File: config.mk
export PLATFORM = sky130hd
export DESIGN_NAME = frac_clk_div
export DESIGN_NICKNAME = d
export VERILOG_FILES = /design/src/rtl/fcd_pkg.sv /design/src/rtl/fcd_ctl_reg.sv /design/src/rtl/fcd_frac_acc.sv /design/src/rtl/fcd_period_gen.sv /design/src/rtl/frac_clk_div.sv
export SDC_FILE = /design/constraint.sdc
export NUM_CORES = 1
export LEC_CHECK = 0
export BUFFER_PORTS_ARGS = -buffer_cell sky130_fd_sc_hd__buf_4
export CORE_MARGIN = 5
export CORE_UTILIZATION = 45
export DETAILED_ROUTE_END_ITERATION = 16
export PLACE_DENSITY = 0.72
export SETUP_SLACK_MARGIN = 0.4
export SLEW_MARGIN = 20
export SYNTH_ARGS = -nofsm -noshare
export SYNTH_HDL_FRONTEND = slang
export SYNTH_SLANG_ARGS = --single-unit
File: constraint.sdc
create_clock -name clk_i -period 7.66 [get_ports clk_i]
set_input_delay 1.149 -clock clk_i [delete_from_list [all_inputs] [get_ports clk_i]]
set_output_delay 1.149 -clock clk_i [all_outputs]
set_load 0.005 [all_outputs]
File: src/rtl/fcd_pkg.sv
package fcd_pkg;

  // Control word layout: bit positions other blocks decode.
  localparam int STAT_POS = 0;
  localparam int FRAC_POS = 3;

  typedef enum logic [1:0] {
    CMD_IDLE = 2'd0,
    CMD_SET  = 2'd1,
    CMD_CLR  = 2'd2
  } run_cmd_e;

  // Stop wins over start.
  function automatic run_cmd_e decode_cmd(input logic start, input logic stop);
    if (stop)       return CMD_CLR;
    else if (start) return CMD_SET;
    else            return CMD_IDLE;
  endfunction

endpackage

File: src/rtl/fcd_ctl_reg.sv
module fcd_ctl_reg
  import fcd_pkg::*;
#(
  parameter  int INT_W   = 24,
  parameter  int FRAC_W  = 5,
  localparam int INT_LSB = FRAC_POS + FRAC_W,
  localparam int WORD_W  = INT_LSB + INT_W
) (
  input  logic              clk_i,
  input  logic              rst_ni,
  input  logic              we_i,
  input  logic [WORD_W-1:0] wdata_i,
  input  logic              cmd_start_i,
  input  logic              cmd_stop_i,
  output logic [INT_W-1:0]  int_o,
  output logic [FRAC_W-1:0] frac_o,
  output logic              en_o,
  output logic              en_next_o,
  output logic [WORD_W-1:0] rdata_o
);

  logic [INT_W-1:0]    int_q;
  logic [FRAC_W-1:0]   frac_q;
  logic                en_q;
  logic                en_d;
  run_cmd_e            cmd;
  // Status and spare bits of a written word are discarded on purpose.
  logic [FRAC_POS-1:0] wr_low_unused;

  assign wr_low_unused = wdata_i[FRAC_POS-1:0];
  assign cmd           = decode_cmd(cmd_start_i, cmd_stop_i);

  always_comb begin
    unique case (cmd)
      CMD_SET: en_d = 1'b1;
      CMD_CLR: en_d = 1'b0;
      default: en_d = en_q;
    endcase
  end

  always_ff @(posedge clk_i or negedge rst_ni) begin
    if (!rst_ni) begin
      int_q  <= '0;
      frac_q <= '0;
      en_q   <= 1'b0;
    end else begin
      en_q <= en_d;
      if (we_i) begin
        int_q  <= wdata_i[INT_LSB +: INT_W];
        frac_q <= wdata_i[FRAC_POS +: FRAC_W];
      end
    end
  end

  always_comb begin
    rdata_o                      = '0;
    rdata_o[STAT_POS]            = en_q;
    rdata_o[FRAC_POS +: FRAC_W]  = frac_q;
    rdata_o[INT_LSB +: INT_W]    = int_q;
  end

  assign int_o     = int_q;
  assign frac_o    = frac_q;
  assign en_o      = en_q;
  assign en_next_o = en_d;

endmodule

File: src/rtl/fcd_frac_acc.sv
module fcd_frac_acc #(
  parameter int FRAC_W = 5
) (
  input  logic              clk_i,
  input  logic              rst_ni,
  input  logic              clr_i,
  input  logic              adv_i,
  input  logic [FRAC_W-1:0] frac_i,
  output logic              ext_o,
  output logic [FRAC_W-1:0] acc_o
);

  logic [FRAC_W-1:0] acc_q;
  logic              ext_q;
  logic [FRAC_W:0]   step;

  // Phase step: returns {carry, new phase}.
  function automatic logic [FRAC_W:0] frac_step(input logic [FRAC_W-1:0] ph,
                                                input logic [FRAC_W-1:0] inc);
    return {1'b0, ph} + {1'b0, inc};
  endfunction

  assign step = frac_step(acc_q, frac_i);

  always_ff @(posedge clk_i or negedge rst_ni) begin
    if (!rst_ni) begin
      acc_q <= '0;
      ext_q <= 1'b0;
    end else if (clr_i) begin
      acc_q <= '0;
      ext_q <= 1'b0;
    end else if (adv_i) begin
      acc_q <= step[FRAC_W-1:0];
      ext_q <= step[FRAC_W];
    end
  end

  assign ext_o = ext_q;
  assign acc_o = acc_q;

endmodule

File: src/rtl/fcd_period_gen.sv
module fcd_period_gen #(
  parameter int INT_W      = 24,
  parameter int FRAC_W     = 5,
  parameter bit HAS_DIVCLK = 1'b1,
  localparam int CNT_W     = INT_W + 1
) (
  input  logic              clk_i,
  input  logic              rst_ni,
  input  logic              en_i,
  input  logic              en_next_i,
  input  logic              wake_i,
  input  logic [INT_W-1:0]  cfg_int_i,
  input  logic [FRAC_W-1:0] cfg_frac_i,
  input  logic              ext_i,
  output logic              tick_o,
  output logic              hold_o,
  output logic              divclk_o,
  output logic [CNT_W-1:0]  cnt_o,
  output logic [CNT_W-1:0]  last_o,
  output logic [FRAC_W-1:0] act_frac_o
);

  logic [CNT_W-1:0]  cnt_q, cnt_d;
  logic [INT_W-1:0]  act_int_q, act_int_d;
  logic [FRAC_W-1:0] act_frac_q, act_frac_d;
  logic              hold;
  logic              tick;
  logic [CNT_W-1:0]  last_pos;

  // Final count of a period: INT plus a possible one-cycle stretch.
  function automatic logic [CNT_W-1:0] period_last(input logic [INT_W-1:0] n,
                                                   input logic ext);
    return {1'b0, n} + {{(CNT_W-1){1'b0}}, ext};
  endfunction

  // High phase length of the even clock: floor((1+INT)/2).
  function automatic logic [CNT_W-1:0] high_len(input logic [INT_W-1:0] n);
    return ({1'b0, n} + 1'b1) >> 1;
  endfunction

  function automatic logic even_ok(input logic [INT_W-1:0] n,
                                   input logic [FRAC_W-1:0] f);
    return (f == '0) && (n != '0);
  endfunction

  assign hold     = !en_i || wake_i;
  assign last_pos = period_last(act_int_q, ext_i);
  assign tick     = !hold && (cnt_q == last_pos);

  always_comb begin
    if (hold || tick) begin
      cnt_d      = '0;
      act_int_d  = cfg_int_i;
      act_frac_d = cfg_frac_i;
    end else begin
      cnt_d      = cnt_q + 1'b1;
      act_int_d  = act_int_q;
      act_frac_d = act_frac_q;
    end
  end

  always_ff @(posedge clk_i or negedge rst_ni) begin
    if (!rst_ni) begin
      cnt_q      <= '0;
      act_int_q  <= '0;
      act_frac_q <= '0;
    end else begin
      cnt_q      <= cnt_d;
      act_int_q  <= act_int_d;
      act_frac_q <= act_frac_d;
    end
  end

  generate
    if (HAS_DIVCLK) begin : g_divclk
      // Registered from next-state values, so the level lines up with cnt_q.
      logic divclk_q;
      always_ff @(posedge clk_i or negedge rst_ni) begin
        if (!rst_ni) divclk_q <= 1'b0;
        else         divclk_q <= en_next_i && even_ok(act_int_d, act_frac_d) &&
                                 (cnt_d < high_len(act_int_d));
      end
      assign divclk_o = divclk_q;
    end else begin : g_no_divclk
      assign divclk_o = 1'b0;
    end
  endgenerate

  assign tick_o     = tick;
  assign hold_o     = hold;
  assign cnt_o      = cnt_q;
  assign last_o     = last_pos;
  assign act_frac_o = act_frac_q;

endmodule

File: src/rtl/frac_clk_div.sv
module frac_clk_div
  import fcd_pkg::*;
#(
  parameter  int INT_W      = 24,
  parameter  int FRAC_W     = 5,
  parameter  bit HAS_DIVCLK = 1'b1,
  localparam int WORD_W     = FRAC_POS + FRAC_W + INT_W
) (
  input  logic              clk_i,
  input  logic              rst_ni,
  input  logic              cfg_we_i,
  input  logic [WORD_W-1:0] cfg_wdata_i,
  input  logic              cmd_start_i,
  input  logic              cmd_stop_i,
  input  logic              wake_i,
  output logic [WORD_W-1:0] cfg_rdata_o,
  output logic              tick_o,
  output logic              divclk_o
);

  localparam int CNT_W = INT_W + 1;

  logic [INT_W-1:0]  cfg_int;
  logic [FRAC_W-1:0] cfg_frac;
  logic              run_en;
  logic              run_en_next;
  logic              period_end;
  logic              cnt_hold;
  logic              stretch;
  logic [FRAC_W-1:0] phase_unused;
  logic [CNT_W-1:0]  cnt_w;
  logic [CNT_W-1:0]  last_w;
  logic [FRAC_W-1:0] act_frac_w;

  fcd_ctl_reg #(.INT_W(INT_W), .FRAC_W(FRAC_W)) u_ctl (
    .clk_i      (clk_i),
    .rst_ni     (rst_ni),
    .we_i       (cfg_we_i),
    .wdata_i    (cfg_wdata_i),
    .cmd_start_i(cmd_start_i),
    .cmd_stop_i (cmd_stop_i),
    .int_o      (cfg_int),
    .frac_o     (cfg_frac),
    .en_o       (run_en),
    .en_next_o  (run_en_next),
    .rdata_o    (cfg_rdata_o)
  );

  fcd_frac_acc #(.FRAC_W(FRAC_W)) u_acc (
    .clk_i (clk_i),
    .rst_ni(rst_ni),
    .clr_i (cnt_hold),
    .adv_i (period_end),
    .frac_i(act_frac_w),
    .ext_o (stretch),
    .acc_o (phase_unused)
  );

  fcd_period_gen #(.INT_W(INT_W), .FRAC_W(FRAC_W), .HAS_DIVCLK(HAS_DIVCLK)) u_per (
    .clk_i     (clk_i),
    .rst_ni    (rst_ni),
    .en_i      (run_en),
    .en_next_i (run_en_next),
    .wake_i    (wake_i),
    .cfg_int_i (cfg_int),
    .cfg_frac_i(cfg_frac),
    .ext_i     (stretch),
    .tick_o    (period_end),
    .hold_o    (cnt_hold),
    .divclk_o  (divclk_o),
    .cnt_o     (cnt_w),
    .last_o    (last_w),
    .act_frac_o(act_frac_w)
  );

  assign tick_o = period_end;

endmodule

# ---- After elaboration in Yosys (flattened, before gate mapping)
# Index checks and enable logic that the tools add are counted.
dict set report totals {
  inputBits 38
  n_memories 0
  ram_bits 0
  out_inout_bits 34
  reg_bits 91
  latchBits 0
  mem_bits_ro 0
  word_cells 38
}
dict set report op_classes {
  shifts 0
  bitwise_logic 0
  eq_ne 3
  order_cmp 1
  div 0
  mux 10
  n_reduce_logical 11
  n_mul 0
  addsub 4
}
# op count
set op_table {}
lappend op_table {{$add A24 B1 Y25} 1}
lappend op_table {{$add A24 B1 Y25 const B} 1}
lappend op_table {{$add A25 B1 Y25 const B} 1}
lappend op_table {{$eq A25 B25 Y1} 1}
lappend op_table {{$lt A25 B24 Y1} 1}
lappend op_table {{$mux W25} 1}
lappend op_table {{$mux W24} 1}
lappend op_table {{$reduce_bool A24 Y1} 1}
lappend op_table {{$mux W5} 3}
lappend op_table {{$add A5 B5 Y6} 1}
lappend op_table {{$logic_not A5 Y1} 1}
lappend op_table {{$logic_and A1 B1 Y1} 4}
lappend op_table {{$mux W1} 3}
lappend op_table {{$eq A2 B1 Y1 const B} 1}
lappend op_table {{$eq A2 B2 Y1 const B} 1}
lappend op_table {{$logic_not A1 Y1} 2}
lappend op_table {{$logic_or A1 B1 Y1} 2}
lappend op_table {{$mux W2} 1}
lappend op_table {{$pmux W1 S2} 1}
lappend op_table {{$reduce_bool A2 Y1} 1}

# ---- Longest topological paths before layout
dict set report logic_depth {
  depth_word 10
  depth_mapped 27
  depth_no_buf 24
}

# ---- Cells and area by module
# From an unflattened synthesis, not the netlist that was laid out.
dict set report hier_totals {
  hier_cells 692
  hier_area_um2 6762.7
}
# mod area_each_um2 instances seq_area_each_um2 cells_per_inst
set by_module_without_submodules {}
lappend by_module_without_submodules {fcd_period_gen 4916.0 1 1376.3 548}
lappend by_module_without_submodules {fcd_ctl_reg 1396.3 1 750.7 96}
lappend by_module_without_submodules {fcd_frac_acc 450.4 1 150.1 48}

# ---- Worst setup path before layout
# No wires, ideal clock.
dict set report synth_timing {
  path_type {register -> register}
  from {register u_per.act_int_q[0]}
  to {register u_per.g_divclk.divclk_q, in the netlist u_per.divclk_o}
  t_required_ps 7533
  path_buffers 3
  setup_time_ps 127
  t_arrival_ps 5596
  slack_ps 1937
  path_stages_with_launch 27
  cell_sequence {dfrtp_1 -> ha_1 -> ha_1 -> nand4_2 -> or4_4 -> o32a_1 -> a211o_1 -> or4_4 -> o21ai_4 -> buf_6 -> buf_4 -> mux2i_1 -> inv_1 -> ha_1 -> clkbuf_1 -> nand2_1 -> or3_1 -> mux2i_1 -> nand2_1 -> xnor2_1 -> ha_1 -> nand4_1 -> or2_2 -> nor3_1 -> a21oi_1 -> o21ai_0 -> nor4_2}
}
dict set report synth_between {
  elab_chain_cells 9
}
# element line
set synth_rtl {}
lappend synth_rtl {{start, declared} fcd_period_gen.sv:24} ;# logic [INT_W-1:0] act_int_q, act_int_d;
lappend synth_rtl {{start signal, assigned} fcd_period_gen.sv:69} ;# act_int_q <= act_int_d;
lappend synth_rtl {{$add A24 B1 Y25} fcd_period_gen.sv:33} ;# return {1'b0, n} + {{(CNT_W-1){1'b0}}, ext};
lappend synth_rtl {{$eq A25 B25 Y1} fcd_period_gen.sv:48} ;# assign tick = !hold && (cnt_q == last_pos);
lappend synth_rtl {{$logic_and A1 B1 Y1} fcd_period_gen.sv:48}
lappend synth_rtl {{$logic_or A1 B1 Y1} fcd_period_gen.sv:51} ;# if (hold || tick) begin
lappend synth_rtl {{$mux W24 (*)} fcd_period_gen.sv:51}
lappend synth_rtl {{via u_per.act_int_d[0]} fcd_period_gen.sv:24}
lappend synth_rtl {{branches (longest 3 deep; another with $add A24 B1 Y25)} n/a}
lappend synth_rtl {{$logic_and A1 B1 Y1 (*)} fcd_period_gen.sv:80} ;# else divclk_q <= en_next_i && even_ok(act_int_d, act_frac_d) &&
lappend synth_rtl {{end signal, assigned} fcd_period_gen.sv:80}
lappend synth_rtl {{end, declared} fcd_period_gen.sv:77} ;# logic divclk_q;
# Mark *: on every way through the listed nets, which the timed path passes.
# A chain may end at the register's enable or synchronous reset.

# ---- Worst setup path after layout
dict set report layout_timing {
  from {register u_per.act_int_q[0]}
  to {register u_per.g_divclk.divclk_q, in the netlist u_per.divclk_o}
}
dict set report layout_between {
  elab_chain_cells 9
}
# element line
set layout_rtl {}
lappend layout_rtl {{branches (longest 8 deep; another with $add A24 B1 Y25)} n/a}
lappend layout_rtl {{$logic_and A1 B1 Y1 (*)} fcd_period_gen.sv:80}
# Mark *: on every way between the ends.

==> impl_results.md <==
- Run status: complete, no violations
- Worst Setup Path Type: reg -> reg
- Final hold vios: 0
- Worst-Margin Slew: 0.916 ns
- Hold WS: roughly 0.53 ns
- Synth area leaders: dfrtp_1 37%, mux2_2 8.1%, ha_1 6.6%
- Crit end category: flop
- Worst hold path class: reg -> reg
- Crit-path cells: ha_1 -> ha_1 -> nand2_1 -> o211a_1 -> or4_1 -> a211o_1 -> or4_4 -> o21ai_4 -> buf_4 -> mux2i_1 -> o21ai_1 -> xnor2_1 -> ha_1 -> a21o_1 -> a2111oi_0 -> o21ai_0 -> a21oi_1 -> o21ai_0 -> nor4_2
- Routed vias/inst: 5.79
- Crit path max fanout: between 70 and 80
- Pwr Density: approximately 180 nW/µm²
- CP Launch Type: flop
- Routed wire length: 16000 µm
- Final layout net count: roughly 750
- Hold path cells: 2
- Sinks on Clock Net: 91
- Top Ports: 72
- Cell row count: 43
- Root Buffer: clkbuf_16
- Crit path buf inv count: 1
- H-tree depth: 3
- Crit path DAT: roughly 7.1 ns
- DRC: 0
- Top cell family by delay on the critical path: compound AO/OA/AOI/OAI gates
- Cell taking the most area after synthesis: dfrtp_1
- P_leak: 3.14 nW
- GP Congestion: 0.916
- PostCTS Resize Cnt: 0
- Hold EP: u_acc.acc_o[2]
- GR Overflow Total: 0
- Post-Syn Instances: between 600 and 700
- Fin crit share: 0.899
- Largest net degree at the start of global routing: 76
- Area grow syn2layout: 13.0%
- Post-CTS setup buffers: 0
- Final slew viol count: 0
- Worst r2r dst: u_per.divclk_o
- Max stage delay on crit path: 0.78 ns
- Chip Width: 128 µm
- Most used cell, CP: ha_1
- First-pass GRT wire length: 26300 µm
- Ant diodes: 0
- RSZ-0062 raised after global routing: no
- Die area: 16300 µm²
- Setup TNS Final: 0 ns
- Worst reg-to-reg setup slack: 0.77 ns
- Reg2Reg Launch Point: u_per.act_int_q[0]
- Synth warnings: 0
- Hold Path Origin: u_acc.acc_o[2]
- Final setup viols: 0
- Clock Latency Late Sink: 0.35 ns
- Total power: 1.26 mW
- Port buffer count: 66
- Post-detail-place hpwl: 12400 µm
- Setup Skew: 0.00795 ns
- Yosys top cell area share: 0.366
- Critical Path RT: 7.92 ns
- Fillers: 1242
- Commonest non-fill, non-tap cell in the layout: dfrtp_1
- Most frequent cells in the layout: 91 x dfrtp_1, 69 x buf_4, 56 x nor2_1
- Final antenna-violating net count: 0
- Detailed Route Iter0 Violations: 362
- Total CTS buffers: 9
- Synth Cell Area: 6230 µm²
- Routed WL per cell: ~19 µm
- Total iterations of the first detailed-routing run: 6
- Design area: 7040 µm²
- Fmax: 145 MHz
- Cells on worst reg2reg path: 19
- Fraction of layout cells with a size suffix above 1: 0.214
- Final min period: 6.89 ns
- CTS Buffer Depth: 2
- CTS tree: done
- Slowest cell on the critical path: buf_4
- Starting density of the core: 0.454
- Sequential area share after synthesis: 0.366
- Clock Pin Slew Worst Setup and Hold Paths: around 0.07 ns
- Count of cell types in the netlist: 65
- Peak VDD IR: 116 µV
- Hold buffers post-CTS: 0
- Syn Area/Cell: 9.81 µm²
- Core Area: approximately 14000 µm²
- Post-synth ARST share: 1.00
- Number of global-route vias before repair: between 5000 and 6000
- Headroom to the max-slew limit: 0.389
- Synth Flop Type: dfrtp_1
- Dpl cell area: ~6700 µm²
- Initial antenna violation count: 0
- Total number of vias: 5024
- Post-synth EDFFs: 0
- GRT Resource Usage Total: 0.201
- Synth Register Bits: 91
- Max cap viols: 0
- Die Span Y: about 130 µm
## report_power, final
group          leakage, nW  switching, mW  internal (mW)
registers             1.14         0.0732          0.516
logic                 1.86          0.114          0.113
clock network        0.139          0.214          0.229
## sequential cells by signal, indices dropped and copies added, names as in the netlist
name	flops
u_ctl.en_o	1
u_per.cnt_o	25
u_per.act_int_q	24
u_ctl.frac_o	5
u_acc.acc_o	5
u_ctl.int_o	24
u_acc.ext_o	1
u_per.divclk_o	1
u_per.act_frac_o	5
## per-stage QoR
stage | setup WS, ns | utilization | cells
3_3_place_gp | 0.998 | 0.491 | 851
2_1_floorplan | 1.94 | - | 636
4_1_cts | 0.860 | 0.513 | 867
5_1_grt | 0.413 | 0.513 | 867
3_5_place_dp | 0.914 | 0.491 | 851
6_report | 0.772 | 0.513 | 867
## how the worst max path moves through the flow
stage          slack [ns]          startpoint  depth (start not counted)             end
2_1_floorplan        1.94  u_per.act_int_q[0]                         26  u_per.divclk_o
3_3_place_gp          1.0  u_per.act_int_q[0]                         19  u_per.divclk_o
3_5_place_dp         0.91  u_per.act_int_q[0]                         19  u_per.divclk_o
4_1_cts              0.86  u_per.act_int_q[0]                         19  u_per.divclk_o
5_1_grt              0.41  u_per.act_int_q[0]                         19  u_per.divclk_o
6_report             0.77  u_per.act_int_q[0]                         19  u_per.divclk_o
## Yosys cell counts, types with 10 or more instances
library cell and n:
xnor2_1 33, o21ai_0 15, clkbuf_1 11, mux2i_1 24, nor2_1 56, nand2_1 33
mux2_2 45, nor2b_1 12, a21oi_1 18, nor3_1 10, xor2_1 35, nor4_1 20
nand3_1 32, dfrtp_1 91, and3_1 12, nand4_1 23, inv_1 15, ha_1 33
a21o_1 16
## layer usage
layer | vias to the layer above | part of all wire | GRT usage | routed length, µm
met1 | 2446 | 0.44 | 0.279 | 7030
met3 | 29 | 0.051 | 0.0308 | 816
met5 | - | 0 | 0 | 0
li1 | 2393 | - | - | -
met2 | 156 | 0.48 | 0.322 | 7770
met4 | 0 | 0.027 | 0.0705 | 429
## kinds of logic (layout without fill, tap and decap cells)
kind of cell / Yosys count / after routing / share of synthesized area
AO/OA/AOI/OAI: 78 / 78 / 0.0858
XOR/XNOR: 68 / 68 / 0.0956
adder cells (fa/ha/maj): 34 / 34 / 0.0695
buffers and inverters: 49 / 100 / 0.0466
flip-flops: 91 / 91 / 0.366
multiplexers: 74 / 74 / 0.130
other: 1 / 2 / 0.000602
AND/OR/NAND/NOR: 240 / 240 / 0.207
## worst min-delay path: stages, from the launching register on
cell and delay [ns]:
dfrtp_1 0.35, a21oi_1 0.06, nor2_1 0.08
## cell type report
| class | instances | area, µm² | share of cell area |
|---|---|---|---|
| multi-input combinational | 496 | 3660 | 0.521 |
| inverter | 15 | 56.3 | 0.00800 |
| timing repair buffer | 69 | 518 | 0.0736 |
| tap | 180 | 225 | 0.0320 |
| clock inverter | 7 | 71.3 | 0.0101 |
| clock buffer | 9 | 225 | 0.0320 |
| sequential | 91 | 2280 | 0.324 |
(Power assumes the default switching activity.)
